--- src/rtl/irq_arb_pkg.sv ---
package irq_arb_pkg;

    // rank class of an offered request; numerically larger wins
    typedef enum logic [1:0] {
        CLS_LO  = 2'd0,
        CLS_HI  = 2'd1,
        CLS_NMI = 2'd2
    } irq_cls_e;

endpackage

--- src/rtl/irq_nmi_latch.sv ---
module irq_nmi_latch (
    input  logic clk,
    input  logic rst_n,
    input  logic standby,
    input  logic nmi_in,
    input  logic clr,
    output logic pend
);

    typedef struct packed {
        logic prev;
        logic pend;
    } nmi_st_t;

    nmi_st_t st_d, st_q;
    logic    rise;

    always_comb begin
        st_d      = st_q;
        rise      = nmi_in & ~st_q.prev;
        st_d.prev = nmi_in;
        if (standby) begin
            st_d.pend = 1'b0;
        end else if (rise) begin
            st_d.pend = 1'b1;
        end else if (clr) begin
            st_d.pend = 1'b0;
        end
    end

    always_ff @(posedge clk or negedge rst_n) begin
        if (!rst_n) begin
            st_q <= '0;
        end else begin
            st_q <= st_d;
        end
    end

    assign pend = st_q.pend;

    AST_STBY_DROPS: assert property (@(posedge clk) disable iff (!rst_n)
        standby |=> !pend);
    AST_EDGE_SETS: assert property (@(posedge clk) disable iff (!rst_n)
        (nmi_in && !st_q.prev && !standby) |=> pend);

endmodule

--- src/rtl/irq_mask_filter.sv ---
module irq_mask_filter #(
    parameter int NUM_SRC = 14
) (
    input  logic [NUM_SRC-1:0] req,
    input  logic [NUM_SRC-1:0] en,
    input  logic [NUM_SRC-1:0] lvl,
    input  logic               mode_single,
    input  logic               mask_all,
    input  logic               mask_lo,
    output logic [NUM_SRC-1:0] acc
);

    logic pass_lo;
    logic pass_hi;

    always_comb begin
        pass_lo = ~mask_all;
        pass_hi = mode_single ? ~mask_all : (~mask_all | ~mask_lo);
    end

    for (genvar s = 0; s < NUM_SRC; s++) begin : g_src
        assign acc[s] = req[s] & en[s] & (lvl[s] ? pass_hi : pass_lo);
    end

endmodule

--- src/rtl/irq_prio_pick.sv ---
module irq_prio_pick
    import irq_arb_pkg::*;
#(
    parameter int NUM_SRC = 14,
    parameter int POS_W   = 4
) (
    input  logic               nmi,
    input  logic [NUM_SRC-1:0] acc,
    input  logic [NUM_SRC-1:0] lvl,
    output logic               vld,
    output irq_cls_e           cls,
    output logic [POS_W-1:0]   pos
);

    logic             hi_any, lo_any;
    logic [POS_W-1:0] hi_pos, lo_pos;

    always_comb begin
        hi_any = 1'b0;
        lo_any = 1'b0;
        hi_pos = '0;
        lo_pos = '0;
        // scan downward so the lowest index is written last and wins
        for (int s = NUM_SRC - 1; s >= 0; s--) begin
            if (acc[s] && lvl[s]) begin
                hi_any = 1'b1;
                hi_pos = POS_W'(s + 1);
            end
            if (acc[s] && !lvl[s]) begin
                lo_any = 1'b1;
                lo_pos = POS_W'(s + 1);
            end
        end

        vld = 1'b1;
        if (nmi) begin
            cls = CLS_NMI;
            pos = '0;
        end else if (hi_any) begin
            cls = CLS_HI;
            pos = hi_pos;
        end else if (lo_any) begin
            cls = CLS_LO;
            pos = lo_pos;
        end else begin
            vld = 1'b0;
            cls = CLS_LO;
            pos = '0;
        end
    end

endmodule

--- src/rtl/irq_arb_top.sv ---
module irq_arb_top
    import irq_arb_pkg::*;
#(
    parameter int NUM_EXT  = 6,
    parameter int NUM_PERI = 8,
    localparam int NUM_MASK = NUM_EXT + NUM_PERI,
    localparam int NUM_POS  = NUM_MASK + 1,
    localparam int POS_W    = $clog2(NUM_POS)
) (
    input  logic                clk,
    input  logic                rst_n,
    input  logic                standby,
    input  logic                nmi_in,
    input  logic [NUM_EXT-1:0]  ext_req,
    input  logic [NUM_PERI-1:0] peri_req,
    input  logic [NUM_MASK-1:0] src_en,
    input  logic [NUM_MASK-1:0] src_lvl,
    input  logic                mode_single,
    input  logic                mask_all,
    input  logic                mask_lo,
    input  logic                irq_ack,
    output logic                irq_req,
    output logic [POS_W-1:0]    irq_idx
);

    typedef struct packed {
        logic             req;
        irq_cls_e         cls;
        logic [POS_W-1:0] pos;
    } offer_t;

    offer_t offer_d, offer_q;

    logic                nmi_pend;
    logic                nmi_clr;
    logic                nmi_live;
    logic [NUM_MASK-1:0] acc;
    logic                cand_vld;
    irq_cls_e            cand_cls;
    logic [POS_W-1:0]    cand_pos;
    logic                cand_better;
    logic                reload;

    assign nmi_clr  = irq_ack & offer_q.req & (offer_q.cls == CLS_NMI);
    assign nmi_live = nmi_pend & ~standby & ~nmi_clr;

    irq_nmi_latch u_nmi (
        .clk     (clk),
        .rst_n   (rst_n),
        .standby (standby),
        .nmi_in  (nmi_in),
        .clr     (nmi_clr),
        .pend    (nmi_pend)
    );

    irq_mask_filter #(
        .NUM_SRC (NUM_MASK)
    ) u_filt (
        .req         ({peri_req, ext_req}),
        .en          (src_en),
        .lvl         (src_lvl),
        .mode_single (mode_single),
        .mask_all    (mask_all),
        .mask_lo     (mask_lo),
        .acc         (acc)
    );

    irq_prio_pick #(
        .NUM_SRC (NUM_MASK),
        .POS_W   (POS_W)
    ) u_pick (
        .nmi (nmi_live),
        .acc (acc),
        .lvl (src_lvl),
        .vld (cand_vld),
        .cls (cand_cls),
        .pos (cand_pos)
    );

    always_comb begin
        cand_better = cand_vld &&
                      ((cand_cls > offer_q.cls) ||
                       ((cand_cls == offer_q.cls) && (cand_pos < offer_q.pos)));
        reload = ~offer_q.req | irq_ack |
                 ((offer_q.cls == CLS_NMI) & ~nmi_live);

        offer_d = offer_q;
        if (reload || cand_better) begin
            offer_d.req = cand_vld;
            offer_d.cls = cand_cls;
            offer_d.pos = cand_vld ? cand_pos : '0;
        end
    end

    always_ff @(posedge clk or negedge rst_n) begin
        if (!rst_n) begin
            offer_q <= '{req: 1'b0, cls: CLS_LO, pos: '0};
        end else begin
            offer_q <= offer_d;
        end
    end

    assign irq_req = offer_q.req;
    assign irq_idx = offer_q.pos;

    AST_IDX_RANGE: assert property (@(posedge clk) disable iff (!rst_n)
        irq_req |-> (int'(irq_idx) < NUM_POS));
    AST_IDLE_ZERO: assert property (@(posedge clk) disable iff (!rst_n)
        !irq_req |-> (irq_idx == '0));
    AST_HOLD_OFFER: assert property (@(posedge clk) disable iff (!rst_n)
        (irq_req && !irq_ack && !standby && !cand_better)
        |=> (irq_req && $stable(irq_idx)));
    AST_NMI_WINS: assert property (@(posedge clk) disable iff (!rst_n)
        (nmi_pend && !standby && !irq_ack) |=> (irq_req && irq_idx == '0));
    AST_SINGLE_BLOCK: assert property (@(posedge clk) disable iff (!rst_n)
        (mode_single && mask_all && !nmi_pend && !irq_req) |=> !irq_req);
    AST_TWO_BLOCK: assert property (@(posedge clk) disable iff (!rst_n)
        (!mode_single && mask_all && mask_lo && !nmi_pend && !irq_req)
        |=> !irq_req);

endmodule

--- config.mk ---
export PLATFORM = sky130hd
export DESIGN_NAME = irq_arb_top
export DESIGN_NICKNAME = d
export VERILOG_FILES = /design/src/rtl/irq_arb_pkg.sv /design/src/rtl/irq_nmi_latch.sv /design/src/rtl/irq_mask_filter.sv /design/src/rtl/irq_prio_pick.sv /design/src/rtl/irq_arb_top.sv
export SDC_FILE = /design/constraint.sdc
export NUM_CORES = 1
export LEC_CHECK = 0
export ABC_AREA = 1
export CORE_AREA = 3 3 66 68
export CTS_CLUSTER_DIAMETER = 30
export DETAILED_ROUTE_END_ITERATION = 6
export DIE_AREA = 0 0 69 71
export MAX_ROUTING_LAYER = met4
export PLACE_DENSITY = 0.71
export SYNTH_ARGS = -nofsm -noshare
export SYNTH_HDL_FRONTEND = slang
export SYNTH_SLANG_ARGS = --single-unit
--- constraint.sdc ---
create_clock -name clk -period 4.8 [get_ports clk]
set_clock_uncertainty 0.05 [all_clocks]
set_input_delay 0.48 -clock clk [delete_from_list [all_inputs] [get_ports clk]]
set_output_delay 0.48 -clock clk [all_outputs]
set_load 0.05 [all_outputs]
After elaboration in Yosys (flattened, before gate mapping) --
Index checks and enable logic that the tools add are counted. Widths: inputs -> output; s select.
Cells by class: reduce and logical (&&, ||, !) cells 47, equal/unequal tests 2, $lt $le $gt $ge 2, mux-type cells 83, bitwise operators 44
Operators with widths (number):
- $mux 4 | 32
- $mux 1 | 50
- $and 1x1->1 | 34
- $logic_and 1x1->1 | 30
- $logic_not 1->1 | 14
- $not 1->1 | 7
- $lt 4x4->1 | 1
- $or 1x1->1 | 3
- $reduce_bool 3->1 | 1
- $eq 2x2->1 | 1
- $eq 2x2->1 const B | 1
- $gt 2x2->1 | 1
- $logic_or 1x1->1 | 2
- $mux 2 | 1
Word-level totals: bits in registers 9, output and inout bits 5, input port bits 50, logic and storage cells 183

Longest topological paths before layout --
Gate-level depths: netlist of the first run.
depth in word-level cells 28, gate-level depth with buffers 28, gate-level depth less buffers 28

Modules after synthesis --
From an unflattened synthesis of the first run, not the netlist that was laid out.
Second synthesis, totals: cell total of the unflattened synthesis 251, area total of the unflattened synthesis 1382.6 µm²
By module, submodules not included:
- irq_arb_top | area an instance 555.5 µm², cells an instance 77, times used 1, sequential area each 175.2 µm²
- irq_prio_pick | area an instance 515.5 µm², cells an instance 122, times used 1, sequential area each 0.0 µm²
- irq_mask_filter | area an instance 237.7 µm², cells an instance 45, times used 1, sequential area each 0.0 µm²
- irq_nmi_latch | area an instance 73.8 µm², cells an instance 7, times used 1, sequential area each 50.0 µm²

Worst setup path before layout of the first run --
Ideal clock, no wire load.
path kind input to register, from input port mask_lo, to register offer_q (netlist bit irq_req), setup time 121 ps, stages 20, buffers on the path 1, data arrival time 2416 ps, data required time 4629 ps, slack 2214 ps, cells stage by stage nor2_2 buf_6 o2111ai_1 nand2_1 nor2_2 nand4_2 nor2_4 inv_1 a21oi_1 nor3_1 ha_1 nand2_1 nand2_1 nand2_1 nand2_1 nand2_2 nand2_4 nand2_4 nand2_2 nand2_1
On the way: cells in the longest elaborated chain, start to end 28, elaborated cells between the ends (all ways) 130, those cells by class order compare (2); eq/ne (1); mux (79); bitwise (16); reduce/logical (32)
RTL lines:
- start, declared | RTL line irq_arb_top.sv:20 | input logic mask_lo,
- $not 1->1 * | RTL line irq_mask_filter.sv:18 | pass_hi = mode_single ? ~mask_all : (~mask_all | ~mask_lo);
- $or 1x1->1 * | RTL line irq_mask_filter.sv:18
- $mux 1 * | RTL line irq_mask_filter.sv:18
- $mux 1 | RTL line irq_mask_filter.sv:22 | assign acc[s] = req[s] & en[s] & (lvl[s] ? pass_hi : pass_lo);
- $and 1x1->1 | RTL line irq_mask_filter.sv:22
- $logic_and 1x1->1 | RTL line irq_prio_pick.sv:29 | if (acc[s] && !lvl[s]) begin
- $mux 1 or $mux 4 (tied branches) (14 in a row) | RTL line irq_prio_pick.sv:29
- $mux 4 | RTL line irq_prio_pick.sv:42 | end else if (lo_any) begin
- $mux 4 | RTL line irq_prio_pick.sv:39 | end else if (hi_any) begin
- $mux 4 | RTL line irq_prio_pick.sv:36 | if (nmi) begin
- $lt 4x4->1 | RTL line irq_arb_top.sv:83 | ((cand_cls == offer_q.cls) && (cand_pos < offer_q.pos)));
- $logic_and 1x1->1 | RTL line irq_arb_top.sv:83
- $logic_or 1x1->1 | RTL line irq_arb_top.sv:82 | ((cand_cls > offer_q.cls) ||
- $logic_and 1x1->1 | RTL line irq_arb_top.sv:81 | cand_better = cand_vld &&
- $logic_or 1x1->1 | RTL line irq_arb_top.sv:88 | if (reload || cand_better) begin
- end signal, assigned | RTL line irq_arb_top.sv:97 | offer_q <= '{req: 1'b0, cls: CLS_LO, pos: '0};
- end signal, assigned | RTL line irq_arb_top.sv:99 | offer_q <= offer_d;
- end, declared | RTL line irq_arb_top.sv:32 | offer_t offer_d, offer_q;
Every way passes the cells marked *; elsewhere a longest branch is shown, timed or not. A chain may end at the register's enable or synchronous reset.

Worst setup path after layout of the first run --
Same ends and word-level chain as after synthesis.

==> results.py, run 1 <==
metrics = {
    "status": {
        "status": "finished, final reports clean",
    },
    "critical_path": {
        "cp-start-kind": "input pin",
        "reg2reg_depth": 13,
        "cp_max_fo": 12,
        "required_ns": 4.86,
        "setup.worst_path.end_class": "flop",
        "critPathKind": "in2reg",
        "worstPathArrival_ns": 3.38,
    },
    "clock_tree": {
        "cts_resized": 0,
        "htree_levels": 1,
        "cts_hold_buf": 0,
        "clockRootBuffer": "clkbuf_8",
        "ctsLongestPathBuffers": 2,
        "clk_latency_ns": 0.23,
        "path_clk_slew_ns": 0.04,
        "cts_tree": "built",
        "cts-buffers-inserted": 3,
        "postCtsSetupBuffers": 0,
        "cts_sinks": 9,
    },
    "timing": {
        "setup-tns-final_ns": 0,
        "whs_ns": 0.390,
        "finalCriticalPeriod_ns": 3.31,
        "max_clock_freq_mhz": 302,
        "fin_crit_sh_pct": 69.0,
        "hold_viol": 0,
        "setup_viol": 0,
        "tightest_slew_ns": 0.923,
        "slew_headroom_pct": 38.1,
        "slew_violations": 0,
        "rsz0062_at_grt": "false",
        "fin_ws_ns": 1.49,
    },
    "routing": {
        "wl_per_cell_um": 10.2,
        "drc_errors": 0,
        "viasPerCell": 4.82,
        "vias": 1474,
        "drt_iter0_drc": 51,
        "routed_wl_um": 3110,
        "final_antenna_net_count": 0,
        "drt_first_pass_iters": 4,
    },
    "synthesis": {
        "synth_simple_gate_area_share_pct": 43.4,
        "synthAdderAreaFrac_pct": 4.80,
        "synth_top_family_by_area": "simple AND/OR/NAND/NOR gates",
        "synth_area_um2": 1300,
        "synth_cell_types": 30,
        "netlist_instances": 205,
        "muxShareOfSynthArea_pct": 0,
        "synth_nets": 260,
        "synth_xor_area_share_pct": 0,
        "syn_area_per_cell_um2": 6.35,
        "synth_seq_cells": 9,
        "ys_seq_area_share_pct": 17.3,
        "yosysWarnings": 0,
        "synth_compound_area_share_pct": 18.5,
    },
    "pwr": {
        "power_leakage_nw": 0.969,
        "ir_drop_mv": 0.130,
        "finalPower_mw": 0.566,
        "pwr_density_cell_nw_per_um2": 299,
    },
    "global_route": {
        "grt-ovfl-total": 0,
        "grt_max_degree": 26,
        "grt_pass1_wl_um": 5340,
        "grt_antenna_before_repair": 0,
        "grt_pass1_vias": 1365,
        "track_usage_pct": 13.0,
    },
    "die": {
        "fp.dieW_um": 69,
        "ios": 55,
        "start_util_pct": 33.3,
        "die_h_um": 71,
        "die_area_um2": 4900,
        "core.rowCount": 23,
        "coreArea_um2": 3910,
    },
    "hold_path": {
        "hold_path.class": "reg2reg",
        "holdPathStages": 1,
    },
    "placement": {
        "place_inst": 302,
        "dp_slack_ns": 1.23,
        "place.port_buffers": 54,
        "dp_hpwl_um": 2840,
        "placed_area_um2": 1850,
        "globalplace.congestion": 0.847,
    },
    "finish": {
        "area_growth_pct": 45.3,
        "design_area_um2": 1890,
        "final_util_pct": 48.4,
        "antenna_cells": 0,
        "finalNonFillerCells": 306,
        "final_nets": 312,
        "fill_cells": 419,
        "layout-drive-gt1-share_pct": 13.7,
    },
    "run": {
        "cap_violations": 0,
    },
}
## synth_stat cells
master     count  share of area [%]
nand2_1       54                 16
inv_1         34                9.8
nand4_1       16                7.7
nor2_1        11                3.2
nand2_2       10                4.8
nand3_1       10                3.8
dfrtp_1        9                 17
o2111ai_2      7                8.1
a21oi_1        5                1.9
ha_1           5                4.8
inv_2          5                1.4
nor2_2         5                2.4
o21ai_0        5                1.9
buf_4          4                2.3
nor3_1         3                1.2
o2111ai_1      3                2.0
a31oi_1        2               0.96
buf_6          2                1.7
nand2_4        2                1.7
o21ai_1        2               0.77
o31ai_1        2                1.2
a211oi_1       1               0.58
buf_2          1               0.38
clkinv_1       1               0.29
nand3_2        1               0.77
nand4_2        1               0.96
nor2_4         1               0.86
nor4_1         1               0.48
o211ai_1       1               0.58
o21bai_1       1               0.58
## report_power, final
part,internal [mW],switching (mW),leakage (nW)
registers,0.102,0.0209,0.109
logic,0.140,0.218,0.837
clock network,0.0577,0.0278,0.0228
## critical path: stages
cell,delay [ns]
clkdlybuf4s50_1,0.43
nor2_2,0.53
o2111ai_1,0.26
nor2_1,0.13
a21oi_1,0.07
nor2_1,0.09
nor2_1,0.04
o21bai_1,0.13
a21oi_1,0.08
nor3_1,0.25
ha_1,0.29
nand2_1,0.06
nand2_1,0.04
nand2_1,0.05
nand2_1,0.06
nand2_2,0.08
nand2_4,0.08
nand2_4,0.13
nand2_1,0.07
## flip-flops by register name (all words and copies together) (netlist names)
register    cells
irq_req         1
u_nmi.st_q      1
irq_idx         4
offer_q         2
u_nmi.pend      1
## area by class of cell
cell class              count  area, um2  share of cell area, %
multi-input cells         149        870                   45.9
repair buffers             54        541                   28.6
flip-flops and latches      9        225                   11.9
inverters                  40        150                   7.93
well taps                  50       62.6                   3.30
clock buffers               4       45.0                   2.38
## worst paths after layout
| check | start | slack, ns | end |
|---|---|---|---|
| worst min-delay path | u_nmi.st_q[1] | 0.39 | u_nmi.pend |
| worst max-delay path | mask_lo | 1.49 | irq_req |
| min in group asynchronous | rst_n | 0.50 | offer_q[4] |
| worst max register to register | offer_q[5] | 2.37 | irq_req |
| max in group asynchronous | rst_n | 3.92 | irq_idx[0] |
| worst min register to register | u_nmi.st_q[1] | 0.39 | u_nmi.pend |
## logic make-up (layout without fill, tap and decap cells)
group,count (synthesis),after routing
adder cells (fa/ha/maj),5,5
buffers and inverters,47,98
AO/OA/AOI/OAI,29,29
AND/OR/NAND/NOR,115,115
flip-flops,9,9
## placed cells by master (no fill, tap or decap), drive strengths merged
cell and count:
clkinv 1, o21bai 1, dfrtp 9, o31ai 2
ha 5, clkdlybuf4s50 54, o21ai 7, o211ai 1
nor3 3, nor2 17, nor4 1, a211oi 1
nand4 17, a31oi 2, o2111ai 10, a21oi 5
nand3 11, clkbuf 4, inv 39, nand2 66
## routing by layer
metal  GRT usage (%)  part of all wire [%]
met5               -                     0
met4            3.25                   1.4
met3           0.852                   3.9
met2            23.4                    49
met1            15.9                    46
(Power assumes the default switching activity.)
==> run 2, diff against run 1 <==
==> constraint.sdc (replaced) <==
create_clock -name clk -period 3.38 [get_ports clk]
set_clock_uncertainty 0.05 [all_clocks]
set_input_delay 0.338 -clock clk [delete_from_list [all_inputs] [get_ports clk]]
set_output_delay 0.338 -clock clk [all_outputs]
set_load 0.05 [all_outputs]
==> run 2 against run 1 <==
Net effect:
- via count is 1.6% higher
- clock-buffer cell count did not move
- worst setup slack worse by 1.2 ns
- non-clock buffer count up 2
- sequential cell count unchanged
- sequential share of layout area down 0.19 points
- final cell count increased by 0.65%
- sequential power up 43%
- critical path depth shrank 1
- register-to-register slack lost 1.4 ns
- routed wire length up 3.7%
- critical path type unchanged
- largest cell class unchanged
==> results.py, run 2 (synthesized netlist as in run 1, its figures left out) <==
metrics = {
    "clock_tree": {
        "ctsLongestPathBuffers": 2,
        "cts_tree": "built",
        "postCtsSetupBuffers": 0,
        "htree_levels": 1,
        "cts_hold_buf": 0,
        "clockRootBuffer": "clkbuf_8",
        "cts_sinks": 9,
        "path_clk_slew_ns": 0.04,
        "cts_resized": 0,
        "cts-buffers-inserted": 3,
        "clk_latency_ns": 0.23,
    },
    "placement": {
        "dp_slack_ns": 0.0254,
        "place.port_buffers": 54,
        "globalplace.congestion": 0.846,
        "dp_hpwl_um": 2890,
    },
    "die": {
        "start_util_pct": 33.3,
        "die_h_um": 71,
        "coreArea_um2": 3910,
        "fp.dieW_um": 69,
        "core.rowCount": 23,
        "ios": 55,
        "die_area_um2": 4900,
    },
    "routing": {
        "viasPerCell": 4.86,
        "wl_per_cell_um": 10.5,
        "routed_wl_um": 3230,
        "drt_iter0_drc": 69,
        "drt_first_pass_iters": 4,
        "final_antenna_net_count": 0,
        "vias": 1497,
        "drc_errors": 0,
    },
    "pwr": {
        "pwr_density_cell_nw_per_um2": 425,
        "ir_drop_mv": 0.183,
        "power_leakage_nw": 0.983,
    },
    "finish": {
        "mostFrequentLayoutCells": "nand2_1, clkdlybuf4s50_1, inv_1",
        "final_nets": 314,
        "largest_reg_flops": 4,
        "final_util_pct": 49.1,
        "area_growth_pct": 47.6,
        "layout-drive-gt1-share_pct": 14.3,
        "antenna_cells": 0,
    },
    "timing": {
        "max_clock_freq_mhz": 324,
        "setup_viol": 0,
        "fin_ws_ns": 0.291,
        "setup-tns-final_ns": 0,
        "finalCriticalPeriod_ns": 3.09,
        "slew_violations": 0,
        "fin_crit_sh_pct": 91.4,
        "tightest_slew_ns": 0.492,
        "rsz0062_at_grt": "false",
        "hold_viol": 0,
        "slew_headroom_pct": 67.1,
    },
    "critical_path": {
        "critPathKind": "in2reg",
        "cp-start-kind": "input pin",
        "setup.worst_path.end_class": "flop",
        "required_ns": 3.45,
        "worstPathArrival_ns": 3.16,
        "cp_max_fo": 25,
    },
    "run": {
        "cap_violations": 0,
    },
    "status": {
        "status": "finished, final reports clean",
    },
    "global_route": {
        "grt_pass1_wl_um": 5640,
        "grt_pass1_vias": 1361,
        "grt_max_degree": 26,
        "grt-ovfl-total": 0,
        "track_usage_pct": 13.8,
        "grt_antenna_before_repair": 0,
    },
    "hold_path": {
        "hold_path.class": "in2async",
    },
}
[run 2: stage by stage]
step / power, mW / hold slack [ns] / instance area (um2) / std cells
floorplan: 0.554 / -0.00759 / 1300 / 205
global placement: 0.689 / 0.373 / 1880 / 304
detailed placement: 0.698 / 0.385 / 1880 / 304
CTS: 0.823 / 0.364 / 1920 / 308
global route: 0.887 / 0.385 / 1920 / 308
finish: 0.817 / 0.350 / 1920 / 308
[run 2: routing by layer]
metal | track usage (%) | vias to the layer above | routed length (um)
li1 | - | 791 | -
met1 | 17.6 | 656 | 1480
met2 | 22.9 | 46 | 1550
met3 | 1.42 | 4 | 149
met4 | 4.56 | 0 | 44
met5 | - | - | 0
[run 2: critical path: stages]
cell and delay, ns:
clkdlybuf4s50_1 0.56, inv_4 0.15, o2111ai_1 0.33, nand2_2 0.11
nor2_2 0.14, nand4_2 0.13, nor2_4 0.18, a21oi_1 0.06
nor3_1 0.29, ha_1 0.30, nand2_1 0.07, nand2_1 0.04
nand2_1 0.05, nand2_1 0.06, nand2_2 0.07, nand2_4 0.07
nand2_4 0.13, nand2_1 0.07
[run 2: area by class of cell]
class                   instances  area (um2)
inverters                      40         153
multi-input cells             149         870
fillers                       420        1990
well taps                      50        62.6
repair buffers                 56         568
clock buffers                   4        45.0
flip-flops and latches          9         225
[run 2: power by group]
group	total [mW]	switching (mW)	internal [mW]
registers	0.176	0.0309	0.145
clock network	0.121	0.0395	0.0819
logic	0.520	0.314	0.207
[run 2: worst paths after layout]
check	cells past startpoint	startpoint	endpoint	slack [ns]
worst max-delay path	18	mask_all	irq_req	0.29
worst min-delay path	1	rst_n	offer_q[5]	0.35
worst max register to register	15	offer_q[4]	irq_req	0.96
worst min register to register	1	u_nmi.st_q[1]	u_nmi.pend	0.40
max in group asynchronous	1	rst_n	irq_idx[0]	2.65
min in group clk	1	u_nmi.st_q[1]	u_nmi.pend	0.40
==> run 3, diff against run 2 <==
==> constraint.sdc (replaced) <==
create_clock -name clk -period 3.38 [get_ports clk]
set_clock_uncertainty 0.05 [all_clocks]
set_input_delay 0.676 -clock clk [delete_from_list [all_inputs] [get_ports clk]]
set_output_delay 0.676 -clock clk [all_outputs]
set_load 0.05 [all_outputs]
==> run 3 against run 2 <==
Net effect:
- critical path depth up 2
- sequential cell count is the same
- global-route usage is 0.24 points higher
- clock power barely moved
- power grew 8.0%
- critical path type unchanged
- critical endpoint unchanged
- largest cell class unchanged
==> results.py, run 3 (synthesized netlist as in run 1, its figures left out) <==
metrics = {
    "critical_path": {
        "reg2reg_depth": 15,
        "crit_path_frequent_cell": "nand2_1",
        "regToRegEndpoint": "offer_q[5]",
        "path_buf_inv": 2,
        "setup.worst_path.end_class": "flop",
        "reg2reg_setup_slack_ns": 1.16,
        "cp_max_fo": 8,
        "max_stage_delay_ns": 0.51,
        "crit_path_top_delay_cell": "clkdlybuf4s50_1",
        "worst-path-stages": 20,
        "critPathKind": "in2reg",
        "worstPathArrival_ns": 3.15,
        "crit_path_start": "src_lvl[10]",
        "cp_top_family": "simple AND/OR/NAND/NOR gates",
        "crit_chain": "clkdlybuf4s50_1, inv_2, o21ai_0, nand4_1, nand2_1, a21oi_1, nor2_1, nor2_1, o21bai_1, a21oi_2, nor3_2, ha_1, nand2_1, nand2_1, nand2_1, nand2_1, nand2_2, nand2_4, nand2_8, nand2_1",
        "reg2reg_from": "offer_q[4]",
        "endpoint": "irq_req",
        "cp-start-kind": "input pin",
        "required_ns": 3.45,
    },
    "global_route": {
        "grt-ovfl-total": 0,
        "grt_pass1_wl_um": 5710,
        "track_usage_pct": 14.0,
        "grt_antenna_before_repair": 0,
        "grt_max_degree": 25,
        "grt_pass1_vias": 1481,
    },
    "finish": {
        "area_growth_pct": 64.8,
        "mostFrequentLayoutCells": "nand2_1, clkdlybuf4s50_1, inv_1",
        "final_nets": 331,
        "final_util_pct": 54.9,
        "layout_commonest_cell": "nand2_1",
        "antenna_cells": 0,
        "finalNonFillerCells": 325,
        "largest_reg_flops": 4,
        "design_area_um2": 2150,
        "layout-drive-gt1-share_pct": 21.8,
    },
    "placement": {
        "dp_hpwl_um": 2930,
        "place_inst": 319,
        "placed_area_um2": 1990,
        "globalplace.congestion": 0.836,
        "place.port_buffers": 54,
    },
    "timing": {
        "max_clock_freq_mhz": 325,
        "hold_viol": 0,
        "setup-tns-final_ns": 0,
        "setup_viol": 0,
        "slew_violations": 0,
        "rsz0062_at_grt": "false",
        "fin_crit_sh_pct": 91.1,
        "tightest_slew_ns": 0.490,
        "finalCriticalPeriod_ns": 3.08,
        "slew_headroom_pct": 67.3,
    },
    "clock_tree": {
        "cts-buffers-inserted": 3,
        "htree_levels": 1,
        "ctsLongestPathBuffers": 2,
        "clockRootBuffer": "clkbuf_8",
        "cts_hold_buf": 0,
        "clk_latency_ns": 0.23,
        "cts_sinks": 9,
        "path_clk_slew_ns": 0.04,
        "cts_tree": "built",
    },
    "die": {
        "fp.dieW_um": 69,
        "die_h_um": 71,
        "core.rowCount": 23,
        "start_util_pct": 33.3,
        "ios": 55,
        "die_area_um2": 4900,
        "coreArea_um2": 3910,
    },
    "pwr": {
        "power_leakage_nw": 1.10,
        "ir_drop_mv": 0.179,
        "pwr_density_cell_nw_per_um2": 411,
    },
    "routing": {
        "final_antenna_net_count": 0,
        "wl_per_cell_um": 10.8,
        "drt_iter0_drc": 48,
        "viasPerCell": 4.72,
        "drc_errors": 0,
        "routed_wl_um": 3500,
        "drt_first_pass_iters": 4,
        "vias": 1533,
    },
    "status": {
        "status": "finished, final reports clean",
    },
    "hold_path": {
        "hp-start": "u_nmi.st_q[1]",
        "hold_path.class": "reg2reg",
    },
    "run": {
        "cap_violations": 0,
    },
}
run 3: changes by cell type in the layout (fill, tap and decap cells not counted), moves of 2 or more:
| cell | previous run | this run |
|---|---|---|
| a21oi_1 | 5 | 3 |
| a21oi_2 | 0 | 2 |
| buf_4 | 1 | 17 |
| clkdlybuf4s50_1 | 54 | 51 |
| dlymetal6s2s_1 | 0 | 3 |
| nor2_2 | 5 | 3 |
| nor2_4 | 1 | 3 |
| o2111ai_1 | 3 | 1 |
| o2111ai_4 | 0 | 2 |
run 3: how the worst min path moves through the flow:
| stage | end | slack (ns) | cells after the start |
|---|---|---|---|
| 3_3_place_gp | u_nmi.pend | 0.38 | 1 |
| 3_5_place_dp | u_nmi.pend | 0.39 | 1 |
| 6_report | u_nmi.pend | 0.39 | 1 |
| 4_1_cts | u_nmi.pend | 0.40 | 1 |
| 5_1_grt | u_nmi.pend | 0.42 | 1 |
| 2_1_floorplan | irq_idx[0] | 0.33 | 0 |
run 3: repair_timing:
action,CTS,global route
gates resized for setup,0,17
setup buffers,0,1
endpoints found under the setup margin,0,7
run 3: per-layer routing:
layer | wire length (um) | track usage, % | up-vias
met5 | 0 | - | -
met4 | 29 | 5.64 | 0
met3 | 128 | 0.994 | 2
met2 | 1770 | 25.1 | 42
met1 | 1570 | 16.3 | 665
li1 | - | - | 824
run 3: report_power, final:
group	internal (mW)	total [mW]	switching (mW)
logic	0.247	0.583	0.336
registers	0.145	0.177	0.0325
clock network	0.0820	0.122	0.0399
run 3: final cells by class:
cell class / instances / area [um2]
fill: 397 / 1770
timing repair buffer: 73 / 721
multi-input combinational: 149 / 938
inverter: 40 / 155
tap: 50 / 62.6
clock buffer: 4 / 45.0
sequential: 9 / 225
run 3: through the flow:
step | hold slack (ns) | setup slack (ns) | power (mW)
after global placement | 0.380 | -0.0609 | 0.724
after floorplan | 0.330 | 0.598 | 0.554
after CTS | 0.397 | 0.128 | 0.861
after global routing | 0.419 | 0.0565 | 0.958
after detailed placement | 0.391 | -0.122 | 0.735
final | 0.390 | 0.302 | 0.882
